### config.mk
export PLATFORM = sky130hd
export DESIGN_NAME = line_req_tracker
export DESIGN_NICKNAME = d
export VERILOG_FILES = /design/src/rtl/lrt_pkg.sv /design/src/rtl/lrt_table.sv /design/src/rtl/lrt_sat_cnt.sv /design/src/rtl/lrt_watchdog.sv /design/src/rtl/line_req_tracker.sv
export SDC_FILE = /design/constraint.sdc
export NUM_CORES = 1
export LEC_CHECK = 0
export BUFFER_PORTS_ARGS = -buffer_cell sky130_fd_sc_hd__buf_2
export CAP_MARGIN = 20
export CORE_MARGIN = 5
export CORE_UTILIZATION = 60
export CTS_CLUSTER_SIZE = 14
export DETAILED_ROUTE_END_ITERATION = 7
export PLACE_DENSITY_LB_ADDON = 0.1
export SYNTH_ARGS = -nofsm -noshare
export SYNTH_HDL_FRONTEND = slang
export SYNTH_SLANG_ARGS = --single-unit
### constraint.sdc
create_clock -name clk -period 4.8 [get_ports clk]
set_input_delay 0.96 -clock clk [delete_from_list [all_inputs] [get_ports clk]]
set_output_delay 0.96 -clock clk [all_outputs]
set_load 0.05 [all_outputs]
### src/rtl/lrt_pkg.sv
package lrt_pkg;

    typedef enum logic [3:0] {
        K_LOAD    = 4'd0,
        K_IFETCH  = 4'd1,
        K_STORE   = 4'd2,
        K_RMW_RD  = 4'd3,
        K_RMW_WR  = 4'd4,
        K_LINK_LD = 4'd5,
        K_COND_ST = 4'd6,
        K_LOCK_RD = 4'd7,
        K_LOCK_WR = 4'd8,
        K_FLUSH   = 4'd9
    } req_kind_e;

    typedef enum logic [1:0] {
        ST_NONE   = 2'd0,
        ST_ACCEPT = 2'd1,
        ST_ALIAS  = 2'd2,
        ST_FULL   = 2'd3
    } iss_status_e;

    typedef enum logic {
        WD_IDLE  = 1'b0,
        WD_ARMED = 1'b1
    } wd_state_e;

    // refusal counter slots
    localparam int NUM_REFUSE = 4;
    localparam int RF_ST_LD   = 0;
    localparam int RF_ST_ST   = 1;
    localparam int RF_LD_ST   = 2;
    localparam int RF_LD_LD   = 3;

    function automatic logic is_write_class(logic [3:0] kind);
        return (kind >= 4'(K_STORE)) && (kind <= 4'(K_FLUSH));
    endfunction

endpackage

### src/rtl/lrt_table.sv
module lrt_table #(
    parameter int DEPTH   = 4,
    parameter int LINE_W  = 12,
    parameter int AGE_MAX = 16,
    localparam int OCC_W  = $clog2(DEPTH + 1),
    localparam int AGE_W  = $clog2(AGE_MAX + 1)
) (
    input  logic              clk,
    input  logic              rst_n,
    input  logic [LINE_W-1:0] look_line,
    output logic              look_hit,
    input  logic              alloc_en,
    input  logic              free_en,
    input  logic [LINE_W-1:0] free_line,
    output logic              free_hit,
    output logic              aged,
    output logic [OCC_W-1:0]  occ
);

    logic [DEPTH-1:0]  vld;
    logic [LINE_W-1:0] tag [DEPTH];
    logic [AGE_W-1:0]  age [DEPTH];
    logic [DEPTH-1:0]  look_m;
    logic [DEPTH-1:0]  free_m;
    logic [DEPTH-1:0]  old_m;
    logic [DEPTH-1:0]  alloc_m;

    // first free slot, one-hot
    always_comb begin
        alloc_m = '0;
        for (int i = 0; i < DEPTH; i++) begin
            if (!vld[i] && (alloc_m == '0)) alloc_m[i] = 1'b1;
        end
    end

    for (genvar g = 0; g < DEPTH; g++) begin : g_slot
        assign look_m[g] = vld[g] && (tag[g] == look_line);
        assign free_m[g] = vld[g] && (tag[g] == free_line);
        assign old_m[g]  = vld[g] && (age[g] >= AGE_W'(AGE_MAX));

        always_ff @(posedge clk) begin
            if (!rst_n) begin
                vld[g] <= 1'b0;
                tag[g] <= '0;
                age[g] <= '0;
            end else if (alloc_en && alloc_m[g]) begin
                vld[g] <= 1'b1;
                tag[g] <= look_line;
                age[g] <= '0;
            end else if (free_en && free_m[g]) begin
                vld[g] <= 1'b0;
            end else if (vld[g] && (age[g] != AGE_W'(AGE_MAX))) begin
                age[g] <= age[g] + AGE_W'(1);
            end
        end
    end

    assign look_hit = |look_m;
    assign free_hit = |free_m;
    assign aged     = |old_m;
    assign occ      = OCC_W'($countones(vld));

endmodule

### src/rtl/lrt_sat_cnt.sv
module lrt_sat_cnt #(
    parameter int W = 4
) (
    input  logic         clk,
    input  logic         rst_n,
    input  logic         inc,
    output logic [W-1:0] val
);

    always_ff @(posedge clk) begin
        if (!rst_n)                 val <= '0;
        else if (inc && (val != '1)) val <= val + W'(1);
    end

endmodule

### src/rtl/lrt_watchdog.sv
module lrt_watchdog
    import lrt_pkg::*;
#(
    parameter int THRESH = 16,
    localparam int TMR_W = $clog2(THRESH + 1)
) (
    input  logic clk,
    input  logic rst_n,
    input  logic arm,
    input  logic pending,
    input  logic aged,
    output logic deadlock
);

    wd_state_e        state, state_n;
    logic [TMR_W-1:0] tmr, tmr_n;
    logic             fire;

    always_comb begin
        state_n = state;
        tmr_n   = tmr;
        fire    = 1'b0;
        unique case (state)
            WD_IDLE: begin
                if (arm) begin
                    state_n = WD_ARMED;   // arm
                    tmr_n   = '0;
                end
            end
            WD_ARMED: begin
                if (tmr == TMR_W'(THRESH)) begin
                    fire  = 1'b1;         // check
                    tmr_n = '0;
                    state_n = pending ? WD_ARMED : WD_IDLE;  // re-arm / retire
                end else begin
                    tmr_n = tmr + TMR_W'(1);
                end
            end
            default: state_n = WD_IDLE;
        endcase
    end

    // state register
    always_ff @(posedge clk) begin
        if (!rst_n) begin
            state <= WD_IDLE;
            tmr   <= '0;
        end else begin
            state <= state_n;
            tmr   <= tmr_n;
        end
    end

    // output register
    always_ff @(posedge clk) begin
        if (!rst_n)             deadlock <= 1'b0;
        else if (fire && aged)  deadlock <= 1'b1;
    end

endmodule

### src/rtl/line_req_tracker.sv
module line_req_tracker
    import lrt_pkg::*;
#(
    parameter int ADDR_W    = 16,
    parameter int OFFS_W    = 4,
    parameter int TBL_DEPTH = 4,
    parameter int MAX_OUT   = 4,
    parameter int WD_THRESH = 16,
    parameter int CNT_W     = 4,
    localparam int LINE_W    = ADDR_W - OFFS_W,
    localparam int CNT_OUT_W = $clog2(MAX_OUT + 1),
    localparam int OCC_W     = $clog2(TBL_DEPTH + 1)
) (
    input  logic                 clk,
    input  logic                 rst_n,
    input  logic                 iss_valid,
    input  logic [ADDR_W-1:0]    iss_addr,
    input  logic [3:0]           iss_kind,
    input  logic                 iss_lock_hit,
    output logic [1:0]           iss_status,
    input  logic                 cmp_valid,
    input  logic [ADDR_W-1:0]    cmp_addr,
    input  logic                 cmp_is_write,
    output logic [CNT_OUT_W-1:0] out_count,
    output logic                 deadlock,
    output logic [CNT_W-1:0]     cnt_st_ld,
    output logic [CNT_W-1:0]     cnt_st_st,
    output logic [CNT_W-1:0]     cnt_ld_st,
    output logic [CNT_W-1:0]     cnt_ld_ld
);

    logic [LINE_W-1:0]    iss_line, cmp_line;
    logic                 unused_offs;
    logic                 is_wr, accept;
    logic                 rd_hit, wr_hit;
    logic                 rd_free_hit, wr_free_hit;
    logic                 rd_aged, wr_aged;
    logic [OCC_W-1:0]     rd_occ, wr_occ;
    logic [CNT_OUT_W-1:0] count_n;
    logic [NUM_REFUSE-1:0] bump;
    logic [CNT_W-1:0]     cnt_v [NUM_REFUSE];
    iss_status_e          status;

    assign iss_line    = iss_addr[ADDR_W-1:OFFS_W];
    assign cmp_line    = cmp_addr[ADDR_W-1:OFFS_W];
    assign unused_offs = ^{iss_addr[OFFS_W-1:0], cmp_addr[OFFS_W-1:0]};
    assign is_wr       = is_write_class(iss_kind);

    // verdict: full, then lock, then cross table, then own table
    always_comb begin
        status = ST_NONE;
        bump   = '0;
        if (iss_valid) begin
            if (out_count == CNT_OUT_W'(MAX_OUT)) begin
                status = ST_FULL;
            end else if (iss_lock_hit && (iss_kind != 4'(K_LOCK_WR))) begin
                status = ST_ALIAS;
            end else if (is_wr) begin
                if (rd_hit) begin
                    status = ST_ALIAS;
                    bump[RF_ST_LD] = 1'b1;
                end else if (wr_hit) begin
                    status = ST_ALIAS;
                    bump[RF_ST_ST] = 1'b1;
                end else begin
                    status = ST_ACCEPT;
                end
            end else begin
                if (wr_hit) begin
                    status = ST_ALIAS;
                    bump[RF_LD_ST] = 1'b1;
                end else if (rd_hit) begin
                    status = ST_ALIAS;
                    bump[RF_LD_LD] = 1'b1;
                end else begin
                    status = ST_ACCEPT;
                end
            end
        end
    end

    assign iss_status = status;
    assign accept     = (status == ST_ACCEPT);

    lrt_table #(.DEPTH(TBL_DEPTH), .LINE_W(LINE_W), .AGE_MAX(WD_THRESH)) u_rd_tbl (
        .clk       (clk),
        .rst_n     (rst_n),
        .look_line (iss_line),
        .look_hit  (rd_hit),
        .alloc_en  (accept && !is_wr),
        .free_en   (cmp_valid && !cmp_is_write),
        .free_line (cmp_line),
        .free_hit  (rd_free_hit),
        .aged      (rd_aged),
        .occ       (rd_occ)
    );

    lrt_table #(.DEPTH(TBL_DEPTH), .LINE_W(LINE_W), .AGE_MAX(WD_THRESH)) u_wr_tbl (
        .clk       (clk),
        .rst_n     (rst_n),
        .look_line (iss_line),
        .look_hit  (wr_hit),
        .alloc_en  (accept && is_wr),
        .free_en   (cmp_valid && cmp_is_write),
        .free_line (cmp_line),
        .free_hit  (wr_free_hit),
        .aged      (wr_aged),
        .occ       (wr_occ)
    );

    always_comb begin
        count_n = out_count;
        if (accept)    count_n = count_n + CNT_OUT_W'(1);
        if (cmp_valid) count_n = count_n - CNT_OUT_W'(1);
    end

    always_ff @(posedge clk) begin
        if (!rst_n) out_count <= '0;
        else        out_count <= count_n;
    end

    lrt_watchdog #(.THRESH(WD_THRESH)) u_wd (
        .clk      (clk),
        .rst_n    (rst_n),
        .arm      (accept),
        .pending  (count_n != '0),
        .aged     (rd_aged || wr_aged),
        .deadlock (deadlock)
    );

    for (genvar g = 0; g < NUM_REFUSE; g++) begin : g_refuse
        lrt_sat_cnt #(.W(CNT_W)) u_cnt (
            .clk   (clk),
            .rst_n (rst_n),
            .inc   (bump[g]),
            .val   (cnt_v[g])
        );
    end

    assign cnt_st_ld = cnt_v[RF_ST_LD];
    assign cnt_st_st = cnt_v[RF_ST_ST];
    assign cnt_ld_st = cnt_v[RF_LD_ST];
    assign cnt_ld_ld = cnt_v[RF_LD_LD];

endmodule

==> impl_metrics.env <==
export IMPL_ys_types=51
export IMPL_cp_data_required_time_ns=3.84
export IMPL_io_pins=64
export IMPL_outcome="finished clean"
export IMPL_critPathMaxStageDelay_ns=0.56
export IMPL_drtIter0Drc=519
export IMPL_drt_pre_antenna_iters=8
export IMPL_cts_max_level=4
export IMPL_cts_made_buffers=17
export IMPL_yosysWarnings=0
export IMPL_grt_total_usage_pct=25.0
export IMPL_dpl_instance_area_mm2=0.0104
export IMPL_vias=6882
export IMPL_max_slew_margin_rel_pct=33.9
export IMPL_place_gp_congestion=0.899
export IMPL_endpoint_kind="output port"
export IMPL_p_leak_nw=3.98
export IMPL_synth_seq_cells=170
export IMPL_placementRows=47
export IMPL_syn_avg_cell_area_um2=10.8
export IMPL_cts_sinks=170
export IMPL_cp_arrival_ns=3.25
export IMPL_final_max_slew_viol_count=0
export IMPL_die_y_um=139
export IMPL_grt_max_degree=27
export IMPL_final_cells=1188
export IMPL_power_per_cell_area_mw_per_mm2=324
export IMPL_hold_viol=0
export IMPL_synth_flop_cell="edfxtp_1"
export IMPL_synth_edf_count=136
export IMPL_start_util_pct=60.6
export IMPL_synthTopCellsByArea="edfxtp_1, xnor2_1, dfxtp_1"
export IMPL_max_cap_violations=0
export IMPL_root_buffer="clkbuf_16"
export IMPL_grt_pass1_vias=7150
export IMPL_clk_latency_ns=0.44
export IMPL_setup_violations=0
export IMPL_synth_fp_nets=989
export IMPL_path_common_cell="buf_2"
export IMPL_finalSetupTns_ns=0
export IMPL_cp_num_buf_inv=3
export IMPL_nNetsFinal=1022
export IMPL_diodes=0
export IMPL_syn2layout_area_growth_pct=9.65
export IMPL_routed_via_density=5.79
export IMPL_drt_drc_violations_left=0
export IMPL_period_share_pct=87.7
export IMPL_fin_crit_ns=4.21
export IMPL_worst_slack_ns=0.592
export IMPL_antenna_found_initial=0
export IMPL_grt_pass1_wl_mm=37.8
export IMPL_synth_most_common_cell="xnor2_1"
export IMPL_start_kind="primary input"
export IMPL_ir_drop_mv=0.254
export IMPL_ys_seq_area_share_pct=47.8
export IMPL_dpl_worst_slack_ns=0.571
export IMPL_grt_setup_unrepaired="no"
export IMPL_die_x_um=139
export IMPL_hold_class="reg2reg"
export IMPL_core_area_mm2=0.0165
export IMPL_tightest_slew_ns=0.991
export IMPL_netlist_area_leader_share_pct=41.0
export IMPL_hold_buffers=0
export IMPL_cts_tree="built"
export IMPL_clk_path_buf_depth=2
export IMPL_critical_path_class="in2out"
export IMPL_post_cts_buffers=0
export IMPL_clk_pin_slew_ns=0.06
export IMPL_wl_mm=23.7
export IMPL_synth_top_area_cell="edfxtp_1"
export IMPL_dp_hpwl_mm=16.2
export IMPL_syn_inst=922
export IMPL_crit_fanout=16
export IMPL_post_route_cell_area_mm2=0.0109
export IMPL_die_area_mm2=0.0193
export IMPL_synthTopCellsByCount="xnor2_1, edfxtp_1, and2_1, xor2_1, nor2_1"
export IMPL_total_power_mw=3.54
export IMPL_post_place_cells=1156
export IMPL_synthArstFlopShare_pct=0
export IMPL_worstPathCellList="buf_2 -> xnor2_1 -> nand4_1 -> nor4_1 -> nor4_4 -> buf_4 -> nand3_1 -> a21oi_1 -> nor2b_1 -> buf_2"
export IMPL_cp_slowest_cell="nor4_1"
export IMPL_cp_top_family="simple AND/OR/NAND/NOR gates"
export IMPL_ctsResizeCount=0
export IMPL_wire_per_inst_um=20.0
export IMPL_syn_area_mm2=0.00997
export IMPL_postRouteAntennaNets=0
export IMPL_gr_total_overflow=0
export IMPL_n_fill_cell=1249
export IMPL_finalClockSkew_ns=0.0114
export IMPL_max_freq_ghz=0.238
export IMPL_numPortBuffers=55
export IMPL_drive_gt1_share_pct=13.4
## cell families after synthesis
group	Yosys count	synth area share, %
buffers and inverters	91	4.34
AO/OA/AOI/OAI	57	4.15
XOR/XNOR	235	20.8
multiplexers	3	0.301
flip-flops	170	47.8
AND/OR/NAND/NOR	341	19.5
adder cells (fa/ha/maj)	25	3.14
## cell usage in the layout, fill, tap and decap left out, types with 5 or more instances in the layout
| master | count |
|---|---|
| xnor2_1 | 158 |
| edfxtp_1 | 136 |
| and2_1 | 97 |
| xor2_1 | 76 |
| nor2_1 | 69 |
| buf_2 | 55 |
| nand3_1 | 47 |
| dfxtp_1 | 34 |
| nand4_1 | 33 |
| inv_1 | 31 |
| nand2_1 | 26 |
| nor4_1 | 25 |
| ha_1 | 25 |
| buf_4 | 19 |
| clkbuf_16 | 17 |
| a21oi_1 | 10 |
| a31o_2 | 8 |
| nand2b_1 | 7 |
| o41ai_1 | 6 |
| and3_1 | 6 |
| nor3_1 | 6 |
| o31ai_2 | 5 |
| o21ai_0 | 5 |
| a31oi_1 | 5 |
| nor4_2 | 5 |
| clkinv_2 | 5 |
## routing by layer
layer  global-route usage (%)  vias to the layer above  share of wire (%)
met4                     11.4                        0                3.5
met3                     6.28                       60                6.6
met1                     31.4                     3349                 43
met5                        0                        -                  0
li1                         -                     3253                  -
met2                     40.8                      220                 47
## state kept, by name (all words and copies together) (netlist names)
signal	count
g_refuse.u_cnt.val	16
out_count	3
u_rd_tbl.age	20
u_rd_tbl.tag	48
u_rd_tbl.vld	4
u_wd.deadlock	1
u_wd.state	1
u_wd.tmr	5
u_wr_tbl.age	20
u_wr_tbl.tag	48
u_wr_tbl.vld	4
## layout make-up
class / count / area (um2) / area share [%]
Multi-Input combinational cell: 661 / 4800 / 43.9
Sequential cell: 170 / 4760 / 43.6
Clock buffer: 18 / 429 / 3.93
Timing Repair Buffer: 74 / 418 / 3.82
Tap cell: 220 / 275 / 2.52
Clock inverter: 14 / 131 / 1.20
Inverter: 31 / 116 / 1.06
## stage by stage
step / hold WS (ns) / utilization, %
2_1_floorplan: 0.451 / -
3_3_place_gp: 0.460 / 63.0
3_5_place_dp: 0.477 / 63.0
4_1_cts: 0.490 / 66.4
6_report: 0.484 / 66.4
5_1_grt: 0.545 / 66.4
## path summary, 6_finish.rpt
kind / slack (ns) / start / end / depth (start not counted)
worst max-delay path: 0.59 / iss_addr[14] / iss_status[1] / 10
worst min-delay path: 0.48 / u_wd.deadlock / u_wd.deadlock / 2
worst max register to register: 1.50 / u_wr_tbl.tag[0][5] / u_wd.state / 12
worst min register to register: 0.48 / u_wd.deadlock / u_wd.deadlock / 2
## worst reg2reg max path: stages, from the launching register on
cell	delay, ns
edfxtp_1	0.43
xnor2_1	0.18
nand4_1	0.15
nor4_1	0.56
nor4_4	0.13
and3_1	0.27
mux2i_1	0.19
ha_1	0.21
xor2_1	0.21
xnor2_1	0.14
a31oi_1	0.10
o41a_1	0.39
o211a_1	0.21
## where the power goes
group | total (mW) | internal (mW) | switching [mW]
clock network | 1.31 | 0.757 | 0.556
registers | 1.74 | 1.66 | 0.0773
logic | 0.486 | 0.190 | 0.296
Power figures use the tool's default switching activity.
